**src/rtl/frow_pkg.sv**
```systemverilog
package frow_pkg;
  typedef enum logic [2:0] {
    ST_IDLE,
    ST_FIELD,
    ST_PULSE,
    ST_RELEASE,
    ST_VERIFY,
    ST_COMPARE,
    ST_DONE
  } seq_state_e;
endpackage

```
**src/rtl/frow_phase_timer.sv**
```systemverilog
module frow_phase_timer #(
  parameter int CNT_W = 2
) (
  input  logic             clk_i,
  input  logic             rst_ni,
  input  logic             load_i,
  input  logic [CNT_W-1:0] load_val_i,
  output logic             done_o
);
  logic [CNT_W-1:0] cnt_q;

  always_ff @(posedge clk_i or negedge rst_ni) begin
    if (!rst_ni)           cnt_q <= '0;
    else if (load_i)       cnt_q <= load_val_i;
    else if (cnt_q != '0)  cnt_q <= cnt_q - 1'b1;
  end

  assign done_o = (cnt_q == '0);

  // phase length comes from a steady countdown
  a_r2_count_down: assert property (@(posedge clk_i) disable iff (!rst_ni)
    (!load_i && cnt_q != '0) |=> (cnt_q == $past(cnt_q) - 1'b1));
endmodule

```
**src/rtl/frow_row_cmp.sv**
```systemverilog
module frow_row_cmp #(
  parameter int ROW_W = 128,
  parameter int SEG_W = 32
) (
  input  logic [ROW_W-1:0] want_i,
  input  logic [ROW_W-1:0] got_i,
  output logic             miss_o
);
  localparam int NSEG = (ROW_W + SEG_W - 1) / SEG_W;

  logic [ROW_W-1:0] diff;
  logic [NSEG-1:0]  seg_miss;

  assign diff = want_i ^ got_i;

  for (genvar s = 0; s < NSEG; s++) begin : g_seg
    localparam int LO = s * SEG_W;
    localparam int HI = ((LO + SEG_W) < ROW_W ? (LO + SEG_W) : ROW_W) - 1;
    assign seg_miss[s] = |diff[HI:LO];
  end

  assign miss_o = |seg_miss;
endmodule

```
**src/rtl/frow_col_drv.sv**
```systemverilog
module frow_col_drv #(
  parameter int ROW_W = 128
) (
  input  logic             fire_i,
  input  logic [ROW_W-1:0] data_i,
  output logic [ROW_W-1:0] dir_o
);
  // one direction driver per column; 1 = reverse current
  for (genvar c = 0; c < ROW_W; c++) begin : g_col
    assign dir_o[c] = fire_i & data_i[c];
  end
endmodule

```
**src/rtl/frow_write_seq.sv**
```systemverilog
module frow_write_seq
  import frow_pkg::*;
#(
  parameter int ROW_W     = 128,
  parameter int ADDR_W    = 8,
  parameter int LEAD_CYC  = 1,
  parameter int PULSE_CYC = 3,
  parameter int RETRY_MAX = 4,
  localparam int RETRY_W  = (RETRY_MAX < 1) ? 1 : $clog2(RETRY_MAX + 1)
) (
  input  logic               clk_i,
  input  logic               rst_ni,
  input  logic               req_valid_i,
  output logic               req_ready_o,
  input  logic [ADDR_W-1:0]  req_addr_i,
  input  logic [ROW_W-1:0]   req_data_i,
  output logic [ADDR_W-1:0]  row_addr_o,
  output logic               wl_en_o,
  output logic               fld_en_o,
  output logic               spin_en_o,
  output logic [ROW_W-1:0]   col_dir_o,
  output logic               rd_en_o,
  input  logic               rd_valid_i,
  input  logic [ROW_W-1:0]   rd_data_i,
  output logic               err_o,
  output logic [RETRY_W-1:0] retry_cnt_o
);
  localparam int TMAX  = (LEAD_CYC > PULSE_CYC) ? LEAD_CYC : PULSE_CYC;
  localparam int TMR_W = $clog2(TMAX + 1);
  localparam logic [TMR_W-1:0]   LEAD_LD  = TMR_W'(LEAD_CYC - 1);
  localparam logic [TMR_W-1:0]   PULSE_LD = TMR_W'(PULSE_CYC - 1);
  localparam logic [RETRY_W-1:0] RMAX     = RETRY_W'(RETRY_MAX);

  seq_state_e         state_q, state_d;
  logic [ADDR_W-1:0]  addr_q;
  logic [ROW_W-1:0]   data_q;
  logic [RETRY_W-1:0] retry_q;
  logic               err_q, miss_q;
  logic               tmr_load, tmr_done, cmp_miss;
  logic [TMR_W-1:0]   tmr_val;
  logic               accept;

  assign accept = (state_q == ST_IDLE) && req_valid_i;

  frow_phase_timer #(.CNT_W(TMR_W)) u_tmr (
    .clk_i, .rst_ni, .load_i(tmr_load), .load_val_i(tmr_val), .done_o(tmr_done)
  );

  frow_row_cmp #(.ROW_W(ROW_W)) u_cmp (
    .want_i(data_q), .got_i(rd_data_i), .miss_o(cmp_miss)
  );

  frow_col_drv #(.ROW_W(ROW_W)) u_drv (
    .fire_i(spin_en_o), .data_i(data_q), .dir_o(col_dir_o)
  );

  always_comb begin
    state_d  = state_q;
    tmr_load = 1'b0;
    tmr_val  = LEAD_LD;
    unique case (state_q)
      ST_IDLE:    if (req_valid_i) begin state_d = ST_FIELD; tmr_load = 1'b1; end
      ST_FIELD:   if (tmr_done) begin
                    state_d = ST_PULSE; tmr_load = 1'b1; tmr_val = PULSE_LD;
                  end
      ST_PULSE:   if (tmr_done) state_d = ST_RELEASE;
      ST_RELEASE: state_d = ST_VERIFY;
      ST_VERIFY:  if (rd_valid_i) state_d = ST_COMPARE;
      ST_COMPARE: if (!miss_q || retry_q == RMAX) state_d = ST_DONE;
                  else begin state_d = ST_FIELD; tmr_load = 1'b1; end
      ST_DONE:    state_d = ST_IDLE;
      default:    state_d = ST_IDLE;
    endcase
  end

  always_ff @(posedge clk_i or negedge rst_ni) begin
    if (!rst_ni) begin
      state_q <= ST_IDLE;
      addr_q  <= '0;
      data_q  <= '0;
      retry_q <= '0;
      err_q   <= 1'b0;
      miss_q  <= 1'b0;
    end else begin
      state_q <= state_d;
      if (accept) begin
        addr_q  <= req_addr_i;
        data_q  <= req_data_i;
        retry_q <= '0;
        err_q   <= 1'b0;
      end
      if (state_q == ST_VERIFY && rd_valid_i) miss_q <= cmp_miss;
      if (state_q == ST_COMPARE && miss_q) begin
        if (retry_q == RMAX) err_q <= 1'b1;
        else                 retry_q <= retry_q + 1'b1;
      end
    end
  end

  assign req_ready_o = (state_q == ST_IDLE);
  assign row_addr_o  = addr_q;
  assign fld_en_o    = (state_q == ST_FIELD) || (state_q == ST_PULSE);
  assign spin_en_o   = (state_q == ST_PULSE);
  assign wl_en_o     = fld_en_o || (state_q == ST_VERIFY);
  assign rd_en_o     = (state_q == ST_VERIFY);
  assign err_o       = err_q;
  assign retry_cnt_o = retry_q;

  // field already on in the cycle before the spin currents start
  a_r1_field_leads: assert property (@(posedge clk_i) disable iff (!rst_ni)
    $rose(spin_en_o) |-> $past(fld_en_o));
  // field only drops right after a pulse
  a_r1_field_holds: assert property (@(posedge clk_i) disable iff (!rst_ni)
    $fell(fld_en_o) |-> $past(spin_en_o));
  // one dead cycle between drive and read
  a_r4_release_gap: assert property (@(posedge clk_i) disable iff (!rst_ni)
    $rose(rd_en_o) |-> $past(!fld_en_o && !spin_en_o));
  // verify read follows every pulse
  a_r5_verify_follows: assert property (@(posedge clk_i) disable iff (!rst_ni)
    $fell(spin_en_o) |=> rd_en_o);
  // retry counter bounded
  a_r6_retry_bound: assert property (@(posedge clk_i) disable iff (!rst_ni)
    retry_cnt_o <= RMAX);
  // ready drops once a request is taken
  a_r8_ready_drop: assert property (@(posedge clk_i) disable iff (!rst_ni)
    (req_valid_i && req_ready_o) |=> !req_ready_o);
endmodule

```
**config.mk**
```make
export PLATFORM = sky130hd
export DESIGN_NAME = frow_write_seq
export DESIGN_NICKNAME = d
export VERILOG_FILES = /design/src/rtl/frow_pkg.sv /design/src/rtl/frow_phase_timer.sv /design/src/rtl/frow_row_cmp.sv /design/src/rtl/frow_col_drv.sv /design/src/rtl/frow_write_seq.sv
export SDC_FILE = /design/constraint.sdc
export NUM_CORES = 1
export LEC_CHECK = 0
export ABC_AREA = 1
export ABC_CLOCK_PERIOD_IN_PS = 1600
export BUFFER_PORTS_ARGS = -buffer_cell sky130_fd_sc_hd__buf_4
export CORE_AREA = 2 2 162 164
export CTS_BUF_LIST = sky130_fd_sc_hd__clkbuf_8
export CTS_CLUSTER_DIAMETER = 200
export DETAILED_ROUTE_END_ITERATION = 10
export DIE_AREA = 0 0 164 166
export PLACE_DENSITY = 0.59
export SKIP_CTS_REPAIR_TIMING = 1
export SYNTH_ARGS = -nofsm -noshare
export SYNTH_HDL_FRONTEND = slang
export SYNTH_SLANG_ARGS = --single-unit
```
**constraint.sdc**
```tcl
create_clock -name clk_i -period 1.6 [get_ports clk_i]
set_input_delay 0.08 -clock clk_i [delete_from_list [all_inputs] [get_ports clk_i]]
set_output_delay 0.08 -clock clk_i [all_outputs]
set_load 0.05 [all_outputs]
```
### Word level (Yosys, flattened, before mapping)

Cells that the tools add are included.

| storage, ports and cells | value |
|---|---|
| register bits | 146 |
| bits of input ports | 268 |

| operators by class | value |
|---|---|
| add/sub/neg operators | 2 |
| equal/unequal tests | 10 |
| mux-type cells | 20 |
| bitwise operators | 129 |
| reductions and logical operators | 13 |

Operators by type and width:

| kind | number |
|---|---|
| bitwise AND 1 bit | 128 |
| OR reduction 128 bit | 1 |
| XOR 128 bit | 1 |
| 2-to-1 mux 3 bit | 8 |
| case mux 3 bit (6 select lines) | 1 |
| == test 3 bit (second input constant) | 3 |
| 2-to-1 mux 2 bit | 4 |
| == test 3 x 2 -> 1 bit (second input constant) | 2 |
| 2-to-1 mux 1 bit | 6 |
| != test 2 bit (second input constant) | 3 |
| AND reduction 4 bit | 1 |
| nonzero test 2 bit | 2 |
| adder 3 x 1 -> 3 bit (second input constant) | 1 |
| == test 3 x 1 -> 1 bit (second input constant) | 1 |
| logical AND 1 bit | 3 |
| zero test 3 bit | 1 |
| logical OR 1 bit | 3 |
| case mux 1 bit (3 select lines) | 1 |
| zero test 2 bit | 1 |
| != test 2 x 1 -> 1 bit (second input constant) | 1 |
| subtractor 2 x 1 -> 2 bit (second input constant) | 1 |
| zero test 1 bit | 1 |

### Longest topological paths before layout

Gate-level depths: netlist of run 1.

| depth | value |
|---|---|
| word-level depth | 5 |
| depth in mapped cells | 11 |

### By module

A second synthesis of run 1 with hierarchy kept.

| second synthesis, totals | value |
|---|---|
| cells, all modules | 1,247 |
| area total of the unflattened synthesis | 8,674.6 um^2 |

By module, submodules not included:

| module | instances | cells each | area each (um^2) | sequential area each (um^2) |
|---|---|---|---|---|
| frow_write_seq | 1 | 649 | 5,701.7 | 3,603.5 |
| frow_row_cmp | 1 | 311 | 1,737.9 | 0.0 |
| frow_col_drv | 1 | 270 | 1,114.8 | 0.0 |
| frow_phase_timer | 1 | 17 | 120.1 | 50.0 |

### Least setup slack after synthesis of run 1

No wires, ideal clock.

| path | value |
|---|---|
| path kind | flip-flop to output port |
| from | reg state_q[0] |
| to | out col_dir_o[0] |
| arrival time | 2.082 ns |
| data required time | 1.520 ns |
| path slack | -0.562 ns |
| cell stages (with the launch flop) | 6 |
| buffers on the path | 2 |
| path through | dfrtp_1 > nor3_4 > inv_2 > buf_6 > buf_2 > nor2_1 |

| between the ends | value |
|---|---|
| cells in the longest elaborated chain, start to end | 2 |

RTL lines:

| item | RTL line | source |
|---|---|---|
| start: declaration | frow_write_seq.sv:34 | `seq_state_e state_q, state_d;` |
| start signal: assignment | frow_write_seq.sv:85 | `state_q <= state_d;` |
| == test 3 x 2 -> 1 bit | frow_write_seq.sv:103 | `assign spin_en_o = (state_q == ST_PULSE);` |
| named net spin_en_o | frow_write_seq.sv:20 | `output logic spin_en_o,` |
| bitwise AND 1 bit | frow_col_drv.sv:10 | `assign dir_o[c] = fire_i & data_i[c];` |
| end: declaration | frow_write_seq.sv:21 | `output logic [ROW_W-1:0] col_dir_o,` |

The timed path passes the listed nets, and every way through them passes these cells.

### Worst setup path in the final report of run 1

| path | value |
|---|---|
| from | reg state_q[0] |
| to | out col_dir_o[38] |

| between the ends | value |
|---|---|
| cells in the longest elaborated chain, start to end | 2 |

RTL lines:

| item | RTL line |
|---|---|
| == test 3 x 2 -> 1 bit | frow_write_seq.sv:103 |
| bitwise AND 1 bit | frow_col_drv.sv:10 |

Every way passes these cells.

==> summary.txt, run 1 <==
Outcome
  – Status: finished, violations left
  – Failing checks: negative setup slack

Floorplanning
  – Die Height: 166 microns
  – Die area: between 0.02 and 0.03 sq mm
  – I/O pins: between 400 and 500
  – Die X: ~160 microns
  – Core Footprint: ~0.026 sq mm
  – Row cnt: 59
  – Initial Util: between 30% and 40%

Synth
  – Cell taking the most area after synthesis: dfrtp_1
  – Async SR Flop Fraction: 100%
  – Largest cells by area after synthesis: dfrtp_1 43%, nand2_1 17%, inv_1 8.9%
  – Synth Flop Type: dfrtp_1
  – Post-synth top cells: 393 x nand2_1, 202 x inv_1, 201 x nor2_1
  – Sequential share of the synthesized area: a little over two fifths
  – Gate count of the mapped netlist: 1220
  – Post-synth EDFFs: 0
  – Post-Syn Area: 0.00848 sq mm
  – Syn. warnings: 0
  – Syn nets: 1491
  – Yosys reg bits: roughly 150
  – Count leader, synth: nand2_1
  – Avg Cell Area, Syn: 6.95 sq um
  – Synth top area share: 43.1%
  – Post-synth cell types: 28

Timing
  – Max Fclk: 501 MHz
  – RSZ-0062 raised after global routing: true
  – Final WS setup: -0.397 ns
  – Worst-Margin Slew: around 0.45 ns
  – Final Cycle Share: 125%
  – Max-slew headroom: a little over two thirds
  – Final setup viols: approximately 160
  – Min cycle time layout: 2.00 ns
  – Pins over their slew limit: 0
  – Hold Vio Cnt, Final: 0
  – Setup Skew: 0.0268 ns

Setup path
  – CP required: about 1.5 ns
  – Worst r2r dst: u_tmr.cnt_q[1]$_DFFE_PN0P_
  – CP Data Arrival Time: roughly 1.9 ns
  – FF-to-FF Start: state_q[0]$_DFFE_PN0P_
  – Startpoint Class: flop
  – WS Path Type: reg -> out
  – Crit path max fanout: 20
  – Worst reg2reg path depth: 8
  – FF-to-FF setup slack: -0.09 ns
  – Crit path capture type: primary output

Finish
  – Fin cells: ~2100
  – Syn-to-layout area delta: 82.0%
  – Layout net count: 2070
  – Fin util: about 60%
  – Share of cells above drive strength 1: 37.0%
  – Seq. cell area: 0.00366 sq mm
  – Fillers: approximately 2200
  – Area of the multi-input gates: approximately 0.0045 sq mm

Power and ir drop
  – LEAKAGE: just under 8 nW
  – P per Cell Area: 1640 mW/mm^2
  – VDD IR-drop max: around 0.84 mV
  – Power consumption: 25.4 mW

Route
  – Total Wirelength: about 35 mm
  – Vias per cell: 4.50
  – Vias: 9668
  – Drt wl/cell: 16.3 microns
  – Initial DRC count: around 470
  – DR pass1 iterations: 5
  – Antenna viol nets, final: 0
  – # DRC: 0

Global routing
  – Grt ovf: 0
  – First-pass GRT wire length: about 49 mm
  – All-Layer GR Usage: 23.5%
  – Pin count of the biggest net entering global routing: 57
  – Number of global-route vias before repair: around 8900
  – Initial antenna violation count: 2

Clock tree
  – CTS tree: built
  – Clk sink count: around 150
  – Worst skew pair latency: approximately 0.45 ns
  – Number of buffers created by CTS: 17
  – Clock Path Buffers: 2
  – Clock transition at path regs: ~0.070 ns
  – H-Tree Depth: 4
  – CTS root buffer: clkbuf_8

Place
  – Placed Cells incl. Taps: roughly 2000
  – Routability cong.: between 0.8 and 0.9
  – IO buf count: slightly above 400
  – Dpl hpwl: approximately 26 mm

Hold path
  – Worst hold endpoint: state_q[0]$_DFFE_PN0P_
  – Hold Path Class: in -> reg
  – Hold depth: 3
  – Hold_sp: rd_valid_i

Run
  – Maximum Capacitance Violations: 0
## stage by stage
| step | TNS, ns | setup slack (ns) | cell area (sq um) | hold slack, ns |
|---|---|---|---|---|
| floorplan | -37.36 | -0.364 | 9090 | -0.216 |
| global placement | -0.0246 | -0.0246 | 12800 | 0.0391 |
| detailed placement | -0.0292 | -0.0292 | 12800 | 0.0396 |
| CTS | -56.68 | -0.485 | 13200 | -0.479 |
| global route | -60.12 | -0.476 | 15400 | 0.0532 |
| finish | -41.00 | -0.397 | 15400 | 0.0650 |
## metal layers
metal	global-route usage, %	wire [microns]	up-vias
met2	41.0	18100	301
met4	6.75	924	0
met3	6.17	1990	52
li1	-	-	4798
met5	0	0	-
met1	28.2	14000	4517
## power breakdown
group / internal [mW] / switching, mW / leakage, nW
Sequential: 5.46 / 1.07 / 1.80
Combinational: 5.79 / 10.0 / 5.69
Clock: 1.33 / 1.67 / 0.193
Total: 12.6 / 12.8 / 7.68
## flip-flops by register name (all words and copies together), names as in the netlist
name         flops
row_addr_o       8
miss_q           1
data_q         128
state_q          3
err_o            1
retry_cnt_o      3
u_tmr.cnt_q      2
## placed cells by master (no fill, tap or decap), types with 2 or more instances in the layout
| cell | netlist | final |
|---|---|---|
| nand2_1 | 393 | 388 |
| buf_4 | 6 | 309 |
| inv_1 | 202 | 197 |
| dfrtp_1 | 146 | 143 |
| dlygate4sd3_1 | 0 | 137 |
| buf_6 | 18 | 120 |
| o21ai_1 | 71 | 79 |
| nor2_4 | 3 | 74 |
| nor2_2 | 0 | 71 |
| nor2_1 | 201 | 59 |
| o21ai_0 | 67 | 58 |
| xnor2_1 | 38 | 35 |
| xor2_1 | 23 | 23 |
| buf_8 | 0 | 19 |
| clkbuf_8 | 0 | 18 |
| buf_12 | 0 | 16 |
| inv_6 | 0 | 7 |
| inv_2 | 2 | 6 |
| nand3_1 | 7 | 6 |
| nand2_2 | 0 | 5 |
| nor3_1 | 5 | 4 |
| a21oi_1 | 3 | 3 |
| xnor2_2 | 0 | 3 |
| ha_1 | 3 | 3 |
| inv_8 | 0 | 3 |
| clkinvlp_4 | 0 | 3 |
| dfrtp_2 | 0 | 3 |
| diode_2 | 0 | 2 |
| bufinv_16 | 0 | 2 |
| o22ai_1 | 2 | 2 |
| nand4_1 | 2 | 2 |
## kinds of logic (layout without fill, tap and decap cells)
| kind of cell | count (synthesis) | count (layout) | share of synthesized area, % |
|---|---|---|---|
| simple gates | 616 | 616 | 28.4 |
| buf+inv | 248 | 840 | 13.1 |
| flops | 146 | 146 | 43.1 |
| compound gates | 145 | 145 | 8.64 |
| xor+xnor | 61 | 61 | 6.30 |
| fa+ha+maj | 3 | 3 | 0.443 |
| mux | 1 | 1 | 0.118 |
| other cells | 0 | 2 | 0 |
## how the worst max path moves through the flow
stage                                      start                  to  slack (ns)  depth (start not counted)
after global placement    data_q[87]$_DFFE_PN0P_  miss_q$_DFFE_PN0P_       -0.02                         11
after detailed placement  data_q[87]$_DFFE_PN0P_  miss_q$_DFFE_PN0P_       -0.03                         11
final                     state_q[0]$_DFFE_PN0P_       col_dir_o[38]       -0.40                          5
after floorplan           state_q[0]$_DFFE_PN0P_      col_dir_o[115]       -0.36                          5
after global routing      state_q[0]$_DFFE_PN0P_       col_dir_o[38]       -0.48                          5
after CTS                 state_q[0]$_DFFE_PN0P_        col_dir_o[3]       -0.48                          5
## critical path: stages, from the launching register on
cell,delay (ns)
dfrtp_2,0.43
nor3_4,0.28
bufinv_16,0.26
buf_12,0.18
nor2_2,0.14
buf_6,0.18
## layout make-up
cell class              instances  area share (%)
well taps                     335            2.72
clock inverters                14           0.932
repair buffers                602            36.8
diodes                          2          0.0324
clock buffers                  18            1.61
inverters                     204            5.13
multi-input cells             826            29.0
repair inverters                2           0.113
flip-flops and latches        146            23.7
Power figures use the tool's default switching activity.
==> inputs of run 2 (changes only) <==
--- a/config.mk
+++ b/config.mk
@@ -15,6 +15,7 @@
 export DIE_AREA = 0 0 164 166
 export PLACE_DENSITY = 0.59
 export SKIP_CTS_REPAIR_TIMING = 1
+export SKIP_LAST_GASP = 1
 export SYNTH_ARGS = -nofsm -noshare
 export SYNTH_HDL_FRONTEND = slang
 export SYNTH_SLANG_ARGS = --single-unit
==> summary.txt, run 2 (synthesis results as in run 1) <==
Floorplanning
  – Core Footprint: 0.0256 sq mm (unchanged)
  – Initial Util: 33.1% (unchanged)
  – Die area: 0.0272 sq mm (unchanged)
  – Die Height: 166 microns (unchanged)
  – I/O pins: 413 (unchanged)
  – Die X: 164 microns (unchanged)
  – Row cnt: 59 (unchanged)

Clock tree
  – Number of buffers created by CTS: 17 (unchanged)
  – Worst skew pair latency: 0.45 ns (about the same)
  – CTS tree: built (unchanged)
  – Clock transition at path regs: 0.07 ns (about the same)
  – Clock Path Buffers: 2 (unchanged)
  – Clk sink count: 146 (unchanged)
  – CTS root buffer: clkbuf_8 (unchanged)
  – H-Tree Depth: 4 (unchanged)

Setup path
  – Crit path capture type: primary output (unchanged)
  – CP required: 1.52 ns (about the same)
  – Crit path max fanout: 20 (unchanged)
  – Startpoint Class: flop (unchanged)
  – WS Path Type: reg -> out (unchanged)
  – CP Data Arrival Time: 1.92 ns (about the same)

Global routing
  – All-Layer GR Usage: 23.5% (unchanged)
  – First-pass GRT wire length: 48.5 mm (unchanged)
  – Busiest grt layer: met2 (unchanged)
  – Global-route met3 utilization: 6.17% (unchanged)
  – Number of global-route vias before repair: 8880 (unchanged)
  – Routing usage on met2: 41.0% (unchanged)
  – Pin count of the biggest net entering global routing: 57 (unchanged)
  – Met1 Usage GRT: 28.2% (unchanged)
  – Grt ovf: 0 (unchanged)
  – Initial antenna violation count: 2 (unchanged)

Timing
  – Max-slew headroom: 69.9% (was 70.0%)
  – Worst-Margin Slew: 0.452 ns (was 0.449 ns)
  – Setup Skew: 0.0262 ns (was 0.0268 ns)
  – Pins over their slew limit: 0 (unchanged)
  – Min cycle time layout: 2.00 ns (about the same)
  – Final WS setup: -0.396 ns (was -0.397 ns)
  – Worst Hold Slack: 0.0658 ns (was 0.0650 ns)
  – Max Fclk: 501 MHz (about the same)
  – Hold Vio Cnt, Final: 0 (unchanged)
  – Final setup viols: 158 (was 162)
  – Final Cycle Share: 125% (about the same)
  – RSZ-0062 raised after global routing: true (unchanged)

Route
  – Antenna viol nets, final: 0 (unchanged)
  – Drt wl/cell: 16.3 microns (about the same)
  – Vias: 9605 (was 9668)
  – Vias per cell: 4.47 (was 4.50)
  – # DRC: 0 (unchanged)
  – Total Wirelength: 35.0 mm (about the same)
  – DR pass1 iterations: 5 (unchanged)
  – Initial DRC count: 475 (was 472)

Power and ir drop
  – VDD IR-drop max: 0.842 mV (about the same)
  – LEAKAGE: 7.67 nW (was 7.68 nW)
  – P per Cell Area: 1640 mW/mm^2 (about the same)
  – Power consumption: 25.3 mW (was 25.4 mW)

Finish
  – Layout net count: 2070 (unchanged)
  – Share of cells above drive strength 1: 36.9% (was 37.0%)
  – Most common cell after layout, fill and taps aside: nand2_1 (unchanged)
  – Most frequent cells in the layout: 388 x nand2_1, 313 x buf_4, 197 x inv_1 (was 388 x nand2_1, 309 x buf_4, 197 x inv_1)
  – Fillers: 2244 (was 2239)
  – Largest register FFs: 128 (unchanged)
  – Syn-to-layout area delta: 81.4% (was 82.0%)
  – Design Area, Final: 0.0154 sq mm (about the same)
  – Reg with most FFs: data_q (unchanged)

Run
  – Maximum Capacitance Violations: 0 (unchanged)

Outcome
  – Failing checks: negative setup slack (unchanged)
  – Status: finished, violations left (unchanged)

Place
  – Routability cong.: 0.847 (unchanged)
  – Dpl hpwl: 26.1 mm (unchanged)
  – Placed inst area: 0.0128 sq mm (unchanged)
  – DP Worst Slack: -0.0292 ns (unchanged)
  – IO buf count: 412 (unchanged)

Hold path
  – Hold Path Class: in -> reg (unchanged)
run 2: worst paths after layout:
check / start / endpoint / slack [ns] / depth (start not counted)
max: state_q[0]$_DFFE_PN0P_ / col_dir_o[38] / -0.40 / 5
max in group asynchronous: rst_ni / retry_cnt_o[0]$_DFF_PN0_ / 0.89 / 3
min: rd_valid_i / state_q[0]$_DFFE_PN0P_ / 0.07 / 3
min reg2reg: row_addr_o[5]$_DFFE_PN0P_ / row_addr_o[5]$_DFFE_PN0P_ / 0.49 / 2
min in group asynchronous: rst_ni / data_q[103]$_DFFE_PN0P_ / 0.10 / 2
max reg2reg: state_q[0]$_DFFE_PN0P_ / data_q[71]$_DFFE_PN0P_ / -0.08 / 7
run 2: area by class of cell:
type / instances / area [sq um] / area share (%)
Timing Repair Buffer: 602 / 5660 / 36.8
Multi-Input combinational cell: 826 / 4450 / 28.9
Sequential cell: 146 / 3660 / 23.8
Inverter: 204 / 792 / 5.15
Tap cell: 335 / 419 / 2.72
Clock buffer: 18 / 248 / 1.61
Clock inverter: 14 / 144 / 0.935
Timing Repair inverter: 2 / 17.5 / 0.114
Antenna cell: 2 / 5.00 / 0.0325
run 2: routing by layer:
layer / part of all wire [%] / vias to the layer above / wire length [microns]
met5: 0 / - / 0
li1: - / 4793 / -
met4: 2.6 / 0 / 913
met3: 6.0 / 49 / 2100
met1: 40 / 4464 / 13900
met2: 52 / 299 / 18200
run 2: worst max-delay path, stage by stage, from the launching register on:
cell	delay, ns
dfrtp_2	0.43
nor3_4	0.28
bufinv_16	0.26
buf_12	0.18
nor2_2	0.14
buf_6	0.18
run 2: metrics by stage:
| stage | instances | setup TNS, ns | util, % |
|---|---|---|---|
| after global placement | 1968 | -0.0246 | 49.9 |
| after CTS | 2000 | -56.68 | 51.4 |
| after detailed placement | 1968 | -0.0292 | 49.9 |
| final | 2149 | -41.04 | 60.1 |
| after floorplan | 1220 | -37.36 | - |
| after global routing | 2149 | -60.26 | 60.1 |
run 2: power breakdown:
| part | internal [mW] | switching, mW |
|---|---|---|
| logic | 5.74 | 9.98 |
| registers | 5.46 | 1.07 |
| clock network | 1.33 | 1.66 |
